<file path="src/rtl/spi_guard_pkg.sv">
package spi_guard_pkg;

  // Strobes from the sequencer to the shifter, at most one edge action per cycle
  typedef struct packed {
    logic start;     // select low, load opcode
    logic rise;      // sck high, sample miso
    logic fall;      // sck low, advance mosi
    logic loadNext;  // with fall: load a fresh data byte
    logic relNss;    // select high
  } dpStrobe_t;

  typedef enum logic [2:0] {
    ST_IDLE, ST_LEAD, ST_HI, ST_LO, ST_GAP, ST_TRAIL, ST_REST
  } seqState_t;

endpackage

</file>
<file path="src/rtl/spi_guard_ctrl.sv">
module spi_guard_ctrl
  import spi_guard_pkg::*;
#(
  parameter int HALF_CYC  = 64,
  parameter int LEAD_CYC  = 1040,
  parameter int GAP_CYC   = 640,
  parameter int TRAIL_CYC = 1600,
  parameter int REST_CYC  = 800,
  parameter int CNT_W     = 5
) (
  input  logic             clk,
  input  logic             rstN,
  input  logic             reqValid,
  input  logic [CNT_W-1:0] reqCount,
  input  logic             lastBit,
  output dpStrobe_t        stb,
  output logic             reqReady,
  output logic             wrTake,
  output logic             rdValid,
  output logic             done
);

  localparam int M1   = (HALF_CYC > LEAD_CYC) ? HALF_CYC : LEAD_CYC;
  localparam int M2   = (GAP_CYC > TRAIL_CYC) ? GAP_CYC : TRAIL_CYC;
  localparam int M3   = (M1 > M2) ? M1 : M2;
  localparam int MAXT = (M3 > REST_CYC) ? M3 : REST_CYC;
  localparam int TW   = $clog2(MAXT + 1);

  seqState_t        state, stateNxt;
  logic [TW-1:0]    timer, timerNxt;
  logic [CNT_W-1:0] bytesLeft, bytesLeftNxt;
  logic             expired;

  assign expired  = (timer == '0);
  assign reqReady = (state == ST_IDLE);

  always_comb begin
    stateNxt     = state;
    timerNxt     = expired ? timer : timer - TW'(1);
    bytesLeftNxt = bytesLeft;
    stb          = '0;
    wrTake       = 1'b0;
    rdValid      = 1'b0;
    done         = 1'b0;
    unique case (state)
      ST_IDLE: begin
        if (reqValid) begin
          stb.start    = 1'b1;
          bytesLeftNxt = reqCount;
          timerNxt     = TW'(LEAD_CYC - 1);
          stateNxt     = ST_LEAD;
        end
      end
      ST_LEAD, ST_LO, ST_GAP: begin
        if (expired) begin
          stb.rise = 1'b1;
          timerNxt = TW'(HALF_CYC - 1);
          stateNxt = ST_HI;
        end
      end
      ST_HI: begin
        if (expired) begin
          stb.fall = 1'b1;
          if (!lastBit) begin
            timerNxt = TW'(HALF_CYC - 1);
            stateNxt = ST_LO;
          end else begin
            rdValid = 1'b1;
            if (bytesLeft != '0) begin
              stb.loadNext = 1'b1;
              wrTake       = 1'b1;
              bytesLeftNxt = bytesLeft - CNT_W'(1);
              timerNxt     = TW'(GAP_CYC - 1);
              stateNxt     = ST_GAP;
            end else begin
              timerNxt = TW'(TRAIL_CYC - 1);
              stateNxt = ST_TRAIL;
            end
          end
        end
      end
      ST_TRAIL: begin
        if (expired) begin
          stb.relNss = 1'b1;
          timerNxt   = TW'(REST_CYC - 1);
          stateNxt   = ST_REST;
        end
      end
      ST_REST: begin
        if (expired) begin
          done     = 1'b1;
          stateNxt = ST_IDLE;
        end
      end
      default: stateNxt = ST_IDLE;
    endcase
  end

  always_ff @(posedge clk or negedge rstN) begin
    if (!rstN) begin
      state     <= ST_IDLE;
      timer     <= '0;
      bytesLeft <= '0;
    end else begin
      state     <= stateNxt;
      timer     <= timerNxt;
      bytesLeft <= bytesLeftNxt;
    end
  end

endmodule

</file>
<file path="src/rtl/spi_guard_dp.sv">
module spi_guard_dp
  import spi_guard_pkg::*;
#(
  parameter int BYTE_W = 8
) (
  input  logic              clk,
  input  logic              rstN,
  input  dpStrobe_t         stb,
  input  logic [BYTE_W-1:0] opcode,
  input  logic [BYTE_W-1:0] wrData,
  input  logic              miso,
  output logic              lastBit,
  output logic [BYTE_W-1:0] rdData,
  output logic              sck,
  output logic              mosi,
  output logic              nss
);

  localparam int BIT_W = $clog2(BYTE_W);

  logic [BYTE_W-1:0] txShift;
  logic [BYTE_W-1:0] rxShift;
  logic [BIT_W-1:0]  bitIdx;

  assign lastBit = (bitIdx == BIT_W'(BYTE_W - 1));
  assign mosi    = txShift[BYTE_W-1];
  assign rdData  = rxShift;

  always_ff @(posedge clk or negedge rstN) begin
    if (!rstN) begin
      txShift <= '0;
      rxShift <= '0;
      bitIdx  <= '0;
      sck     <= 1'b0;
      nss     <= 1'b1;
    end else begin
      if (stb.start) begin
        nss     <= 1'b0;
        txShift <= opcode;
        bitIdx  <= '0;
      end
      if (stb.rise) begin
        sck     <= 1'b1;
        rxShift <= {rxShift[BYTE_W-2:0], miso};
      end
      if (stb.fall) begin
        sck <= 1'b0;
        if (stb.loadNext) begin
          txShift <= wrData;
          bitIdx  <= '0;
        end else begin
          txShift <= {txShift[BYTE_W-2:0], 1'b0};
          bitIdx  <= bitIdx + BIT_W'(1);
        end
      end
      if (stb.relNss) nss <= 1'b1;
    end
  end

endmodule

</file>
<file path="src/rtl/spi_guard_host.sv">
module spi_guard_host
  import spi_guard_pkg::*;
#(
  parameter int HALF_CYC  = 64,
  parameter int LEAD_CYC  = 1040,
  parameter int GAP_CYC   = 640,
  parameter int TRAIL_CYC = 1600,
  parameter int REST_CYC  = 800,
  parameter int MAX_BYTES = 16,
  parameter int CNT_W     = $clog2(MAX_BYTES + 1)
) (
  input  logic             clk,
  input  logic             rstN,
  input  logic             reqValid,
  output logic             reqReady,
  input  logic [7:0]       reqOpcode,
  input  logic [CNT_W-1:0] reqCount,
  input  logic [7:0]       wrData,
  output logic             wrTake,
  output logic             rdValid,
  output logic [7:0]       rdData,
  output logic             done,
  output logic             sck,
  output logic             mosi,
  input  logic             miso,
  output logic             nss
);

  dpStrobe_t stb;
  logic      lastBit;

  spi_guard_ctrl #(
    .HALF_CYC (HALF_CYC),
    .LEAD_CYC (LEAD_CYC),
    .GAP_CYC  (GAP_CYC),
    .TRAIL_CYC(TRAIL_CYC),
    .REST_CYC (REST_CYC),
    .CNT_W    (CNT_W)
  ) u_ctrl (
    .clk     (clk),
    .rstN    (rstN),
    .reqValid(reqValid),
    .reqCount(reqCount),
    .lastBit (lastBit),
    .stb     (stb),
    .reqReady(reqReady),
    .wrTake  (wrTake),
    .rdValid (rdValid),
    .done    (done)
  );

  spi_guard_dp #(.BYTE_W(8)) u_dp (
    .clk    (clk),
    .rstN   (rstN),
    .stb    (stb),
    .opcode (reqOpcode),
    .wrData (wrData),
    .miso   (miso),
    .lastBit(lastBit),
    .rdData (rdData),
    .sck    (sck),
    .mosi   (mosi),
    .nss    (nss)
  );

endmodule

</file>
<file path="config.mk">
export PLATFORM = sky130hd
export DESIGN_NAME = spi_guard_host
export DESIGN_NICKNAME = d
export VERILOG_FILES = /design/src/rtl/spi_guard_pkg.sv /design/src/rtl/spi_guard_ctrl.sv /design/src/rtl/spi_guard_dp.sv /design/src/rtl/spi_guard_host.sv
export SDC_FILE = /design/constraint.sdc
export NUM_CORES = 1
export LEC_CHECK = 0
export ABC_AREA = 1
export BUFFER_PORTS_ARGS = -buffer_cell sky130_fd_sc_hd__buf_2
export CAP_MARGIN = 20
export CORE_AREA = 2 2 95 97
export DETAILED_ROUTE_END_ITERATION = 16
export DIE_AREA = 0 0 97 99
export GPL_ROUTABILITY_DRIVEN = 0
export GPL_TIMING_DRIVEN = 0
export PLACE_DENSITY_LB_ADDON = 0.12
export REMOVE_ABC_BUFFERS = 1
export SETUP_SLACK_MARGIN = 0.05
export SLEW_MARGIN = 20
export SYNTH_ARGS = -nofsm -noshare
export SYNTH_HDL_FRONTEND = slang
export SYNTH_SLANG_ARGS = --single-unit
export TNS_END_PERCENT = 30
</file>
<file path="constraint.sdc">
create_clock -name clk -period 1.4 [get_ports clk]
set_input_delay 0.14 -clock clk [delete_from_list [all_inputs] [get_ports clk]]
set_output_delay 0.14 -clock clk [all_outputs]
set_load 0.02 [all_outputs]
</file>
== Word-level counts from Yosys, hierarchy flattened ==
Index checks and enable logic that the tools add are counted.

* Multiplexer cells: 46
* Reduce and logical (&&, ||, !) cells: 10
* Equality and inequality tests: 14
* Add/sub/neg operators: 3

{| class="wikitable"
|+ Operators by type and width
! cell !! count
|-
| $mux W11 || 7
|-
| $pmux W11 S4 || 1
|-
| $mux W3 || 9
|-
| $mux W8 || 3
|-
| $mux W5 || 4
|-
| $mux W1 || 18
|-
| $pmux W3 S5 || 1
|-
| $eq A3 B3 Y1 const B || 4
|-
| $ne A2 B1 Y1 const B || 6
|-
| $logic_not A11 Y1 || 1
|-
| $sub A11 B1 Y11 const B || 1
|-
| $pmux W5 S2 || 1
|-
| $reduce_and A5 Y1 || 2
|-
| $reduce_bool A2 Y1 || 4
|-
| $eq A3 B2 Y1 const B || 2
|-
| $reduce_bool A5 Y1 || 1
|-
| $sub A5 B1 Y5 const B || 1
|-
| $mux W2 || 2
|-
| $add A3 B1 Y3 const B || 1
|-
| $eq A3 B1 Y1 const B || 1
|-
| $logic_not A3 Y1 || 1
|-
| $reduce_or A3 Y1 || 1
|-
| $ne A2 B2 Y1 const B || 1
|}

* Register bits after elaboration: 40
* Input port bits: 25

== Logic depth before layout (Yosys ltp) ==
* Word-level depth: 7
* Depth in mapped cells: 11
* Gate-level depth less buffers: 11

== Cells and area by module ==
From an unflattened synthesis, not the netlist that was laid out.

* Cell total of the unflattened synthesis: 332
* Area total of the unflattened synthesis: 2506.2 um^2

{| class="wikitable"
|+ Modules (own cells, without submodules)
! module !! instances !! seq. area each (um^2) !! area each (um^2) !! cells each
|-
| spi_guard_ctrl || 1 || 475.5 || 1511.4 || 207
|-
| spi_guard_dp || 1 || 526.8 || 994.7 || 125
|}

== Least setup slack after synthesis ==
OpenSTA, ideal clock, no wires.

* Path kind: reg2out
* Start: register u_ctrl.timer[0]
* End: output port done
* Stages on the path, launching flop included: 8
* Arrival time: 1.499 ns
* Required time: 1.260 ns
* Setup slack: -0.239 ns
* Buffers on the path: 1
* Path through: dfrtp_1 > inv_1 > ha_1 > nand2_1 > nor2_2 > nand2_2 > buf_4 > nor3_1

* Word-level cells in the longest chain between the ends: 3

{| class="wikitable"
|+ RTL lines
! what !! line !! source
|-
| start: declaration || spi_guard_ctrl.sv:30 || <nowiki>logic [TW-1:0] timer, timerNxt;</nowiki>
|-
| start signal: assignment || spi_guard_ctrl.sv:106 || <nowiki>timer <= timerNxt;</nowiki>
|-
| $logic_not A11 Y1 || spi_guard_ctrl.sv:34 || <nowiki>assign expired = (timer == '0);</nowiki>
|-
| $mux W1 || spi_guard_ctrl.sv:90 || <nowiki>if (expired) begin</nowiki>
|-
| $mux W1 || spi_guard_ctrl.sv:45 || <nowiki>unique case (state)</nowiki>
|-
| end: declaration || spi_guard_host.sv:22 || <nowiki>output logic done,</nowiki>
|}

No other way between the ends.

== Worst setup path after layout ==
* Start: register u_ctrl.timer[0]
* End: output port rdValid

* Word-level cells in the longest chain between the ends: 3

{| class="wikitable"
|+ RTL lines
! what !! line !! source
|-
| $logic_not A11 Y1 || spi_guard_ctrl.sv:34 ||
|-
| $mux W1 || spi_guard_ctrl.sv:62 || <nowiki>if (expired) begin</nowiki>
|-
| $mux W1 || spi_guard_ctrl.sv:45 ||
|-
| end: declaration || spi_guard_host.sv:20 || <nowiki>output logic rdValid,</nowiki>
|}

No other way between the ends.

==> impl_summary.md <==
Yosys
The synthesized-area fraction occupied by and/or/nand/nor cells is 0.2979. The synthesized-area fraction occupied by ao, oa, aoi and oai cells is 0.1352. Of the total synthesized cell area, the portion taken by full adders, half adders and majority gates is 0.03493.

Among all flip-flop cells after synthesis, the most frequent one is dfrtp_1. In this run the mean area of a mapped cell was 8.529 um2. Of the total synthesized cell area, the portion taken by XOR and XNOR cells is 0.006986. The synthesized netlist contains 36 unique library cells. For this run, the register share of the synthesized area comes to 0.3997. The synthesis warning total is 0. The number of register bits inferred by synthesis is 40.

The mapped netlist covers between 0.002 and 0.003 mm2. The share of synthesized flip-flops with an asynchronous set or reset is 1.000. Measured against the total synthesized area, the mux share comes to 0.05190. The number of flops mapped to enable cells by yosys is 0.

The largest family of logic cells by synthesized area is simple AND/OR/NAND/NOR gates. Synthesis produced a netlist whose cell count is 294.

Timing
The number of hold violations in the final report was 12. Setup violations remaining at the end of the flow were counted as 40. For the pin with the worst max-slew slack, the measured transition is 0.9459 ns. Counting I/O delays and the setup requirement, the final critical path takes 1.797 ns.

The minimum hold slack is -0.01902 ns. The worst pin sits at a relative slew slack of 0.3694. The setup clock skew after layout is about 0.004 ns.

The count of pins over their slew limit is 0. The final critical-path share of the clock period is 1.284. Derived from the worst setup path, the maximum achievable clock frequency is 556.4 MHz. Setup repair after global routing could not meet its margin everywhere. The smallest setup slack after layout is -0.3973 ns.

Clock tree
The H-tree was split into 2 levels. The CTS tree is done. Counting the buffers created by CTS gives 5. Clock tree synthesis selected as its root buffer the cell clkbuf_8.

For this design, the sink count on the clock tree is 40. The largest buffer count on any clock path is 2. The count of hold buffers inserted by post-cts repair is 0. The clock latency reported for the late side of the worst-skew pair is 0.29 ns.

Clock-pin slew was measured on the worst setup and hold paths at approximately 0.080 ns.

Placement
The number of cells after detailed placement is 434. The worst setup slack before clock tree synthesis is -1.186 ns. Detailed placement finished with a half-perimeter wire length of 4274 um. The post-place instance area is 0.002786 mm2.

Port buffering added 39 buffers.

Global route
Entering global routing, the biggest net connects 41 pins. The number of global-route vias before repair was roughly 2100. The wire length of the first global-routing pass is between 10000 and 15000 um. The overall track demand over capacity in global routing is 0.1357. The total overflow left after global routing is 0. The number of antenna violations at the first check in global routing is 0.

Setup path
Traced cell by cell, the critical path runs through inv_2 > ha_4 > nand2_4 > nor2_4 > nand2_4 > buf_6 > nor3_4 > buf_6. The slowest cell on the critical path is dfrtp_1. The worst setup path is captured at a primary output.

The worst setup path is launched from a flip-flop. For this run, the slowest stage of the critical path takes 0.40 ns. The depth of the worst register-to-register path is 10. The critical path in this run is classified as flip-flop to primary output.

The worst-path maximum fanout is 4. The arrival time of the worst setup path is 1.66 ns. The worst endpoint required time is approximately 1.3 ns.

Power and ir drop
The leakage component of the power is 1.675 nW. The total power density per cell area is 1684 mW/mm2. The worst-case IR drop observed on VDD is between 0.0005 and 0.0006 V.

Floorplan
The horizontal die dimension is 97 um. The die covers 0.009603 mm2. The initialized floorplan defines 34 standard-cell rows.

The number of top-level pins is 40. The initial core utilization is 0.2932. The standard cell core area is between 0.008 and 0.009 mm2. The die is 99 um tall.

Routing
The per-cell routed wire length is about 14 um. The count of TritonRoute iterations in the first routing pass is 4. The total number of vias is roughly 2200.

After detailed routing, the number of remaining DRC violations is 0. Once detail routing completed, the nets flagged for antenna violations numbered 0. The initial DRC count is 58.

Using the TritonRoute via totals, the vias-per-cell ratio works out to 4.605. The routed wire length is ~6600 um.

Cells and area
In the final layout, the multi-input gates occupy 0.001491 mm2. The layout cell share with drive strength beyond 1 is 0.4321. The final layout contains 400 nets.

The final-layout fill cell count is 876. Once layout is complete, the utilization of the core stands at 0.3948. After routing the design area is 0.003376 mm2.

The storage element area is 0.001006 mm2. Relative to the synthesized area, the layout overhead comes to 34.63%. After the flow finishes, the layout carries non-filler instances totaling 476.

The number of antenna diodes in the final layout is 0.

Worst hold path
The path category of the worst min-delay check is input port to asynchronous set/reset pin.

Outcome
The checks that failed: hold timing, setup timing. The flow ran to the end, but the final reports show violations.

Job
The number of maximum-capacitance violations is 0.
## cells in the mapped netlist (3+ instances only)
cell	number	area share
o21ai_0	21	0.042
ha_1	7	0.035
o211ai_2	7	0.035
nand3_1	17	0.034
o221ai_1	7	0.024
nor2_4	7	0.031
inv_1	28	0.042
or2_1	7	0.017
nor3_1	4	0.0080
inv_2	4	0.0060
a21oi_1	7	0.014
nor2_1	23	0.034
nand2_4	3	0.013
nand4_1	6	0.015
mux2_4	8	0.048
nand2_2	3	0.0075
nand2_1	65	0.097
nor2_2	5	0.012
buf_4	4	0.012
dfrtp_1	39	0.39
## critical path, delay by kind of cell (launching register included)
| kind | cells | cell delay, ns |
|---|---|---|
| adder cells (fa/ha/maj) | 1 | 0.15 |
| buffers and inverters | 3 | 0.36 |
| flip-flops | 1 | 0.40 |
| AND/OR/NAND/NOR | 4 | 0.44 |
## cell type report
cell class                      count  area share
Multi-Input combinational cell    214      0.4418
Inverter                           34     0.04225
Tap cell                          108     0.04003
Clock buffer                        5     0.02039
Sequential cell                    40      0.2980
Timing Repair Buffer               73      0.1538
Clock inverter                      2    0.003706
## stage by stage
stage | setup TNS, ns | power [mW]
3_3_place_gp | -23.50 | 4.111
6_report | -9.989 | 5.684
5_1_grt | -14.36 | 6.163
2_1_floorplan | -7.932 | 3.588
3_5_place_dp | -23.75 | 4.126
4_1_cts | -10.73 | 5.220
## sequential cells by signal, summed over array words and instances (netlist names)
name              cells
u_dp.txShift          8
u_dp.bitIdx           3
u_ctrl.bytesLeft      5
u_dp.sck              1
u_ctrl.timer         11
u_ctrl.state          3
u_dp.nss              1
u_dp.rdData           8
## cells in the final DEF, fill, tap and decap left out, drive strengths merged
master    synthesis  layout
nor3              5       5
a31o              1       1
clkinv            0       2
o211ai            9       9
ha                7       7
or2               8       8
dfrtp            39      39
nand4             6       6
clkbuf            0       5
inv              34      33
buf               7      73
clkinvlp          0       1
nand3            18      18
o21ai            24      25
xnor2             2       2
nor2             36      36
nand3b            2       2
mux2i             1       1
a21oi             7       7
a21boi            1       1
mux2              8       8
nand2            71      71
o221ai            7       7
dfstp             1       1
## power by group
| part | internal, mW | switching (mW) | total (mW) |
|---|---|---|---|
| sequential | 1.52 | 0.269 | 1.79 |
| clock | 0.338 | 0.426 | 0.764 |
| combinational | 1.32 | 1.81 | 3.13 |
## cell families (layout without fill, tap and decap cells)
| logic type | after synthesis | after routing |
|---|---|---|
| muxes | 9 | 9 |
| and+or+nand+nor | 146 | 146 |
| DFF | 40 | 40 |
| adders and majority gates | 7 | 7 |
| AOI/OAI and AO/OA | 49 | 50 |
| xor gates and xnor gates | 2 | 2 |
| buffers and inverters | 41 | 114 |
## metal layers
layer | vias up | track usage | routed length [um]
met5 | - | 0 | 0
met4 | 0 | 0.03900 | 71
met3 | 4 | 0.01986 | 151
met2 | 29 | 0.2276 | 3169
met1 | 1035 | 0.1828 | 3175
li1 | 1124 | - | -
## path summary, 6_finish.rpt
path	start	to	slack (ns)
setup reg to reg	u_ctrl.timer[0]	u_dp.rdData[1]	-0.39
min in group clk	miso	u_dp.rdData[0]	0.07
hold reg to reg	u_dp.nss	u_dp.nss	0.50
max in group asynchronous	rstN	u_ctrl.timer[5]	0.76
hold / removal	rstN	u_ctrl.timer[9]	-0.02
setup / recovery	u_ctrl.timer[0]	rdValid	-0.40
## repair_timing
item | CTS | global route
pin swaps | 12 | 13
gates cloned | 0 | 1
endpoints found under the setup margin | 44 | 44
gates resized for setup | 39 | 33
buffers inserted | 13 | 21
(Power assumes the default switching activity.)
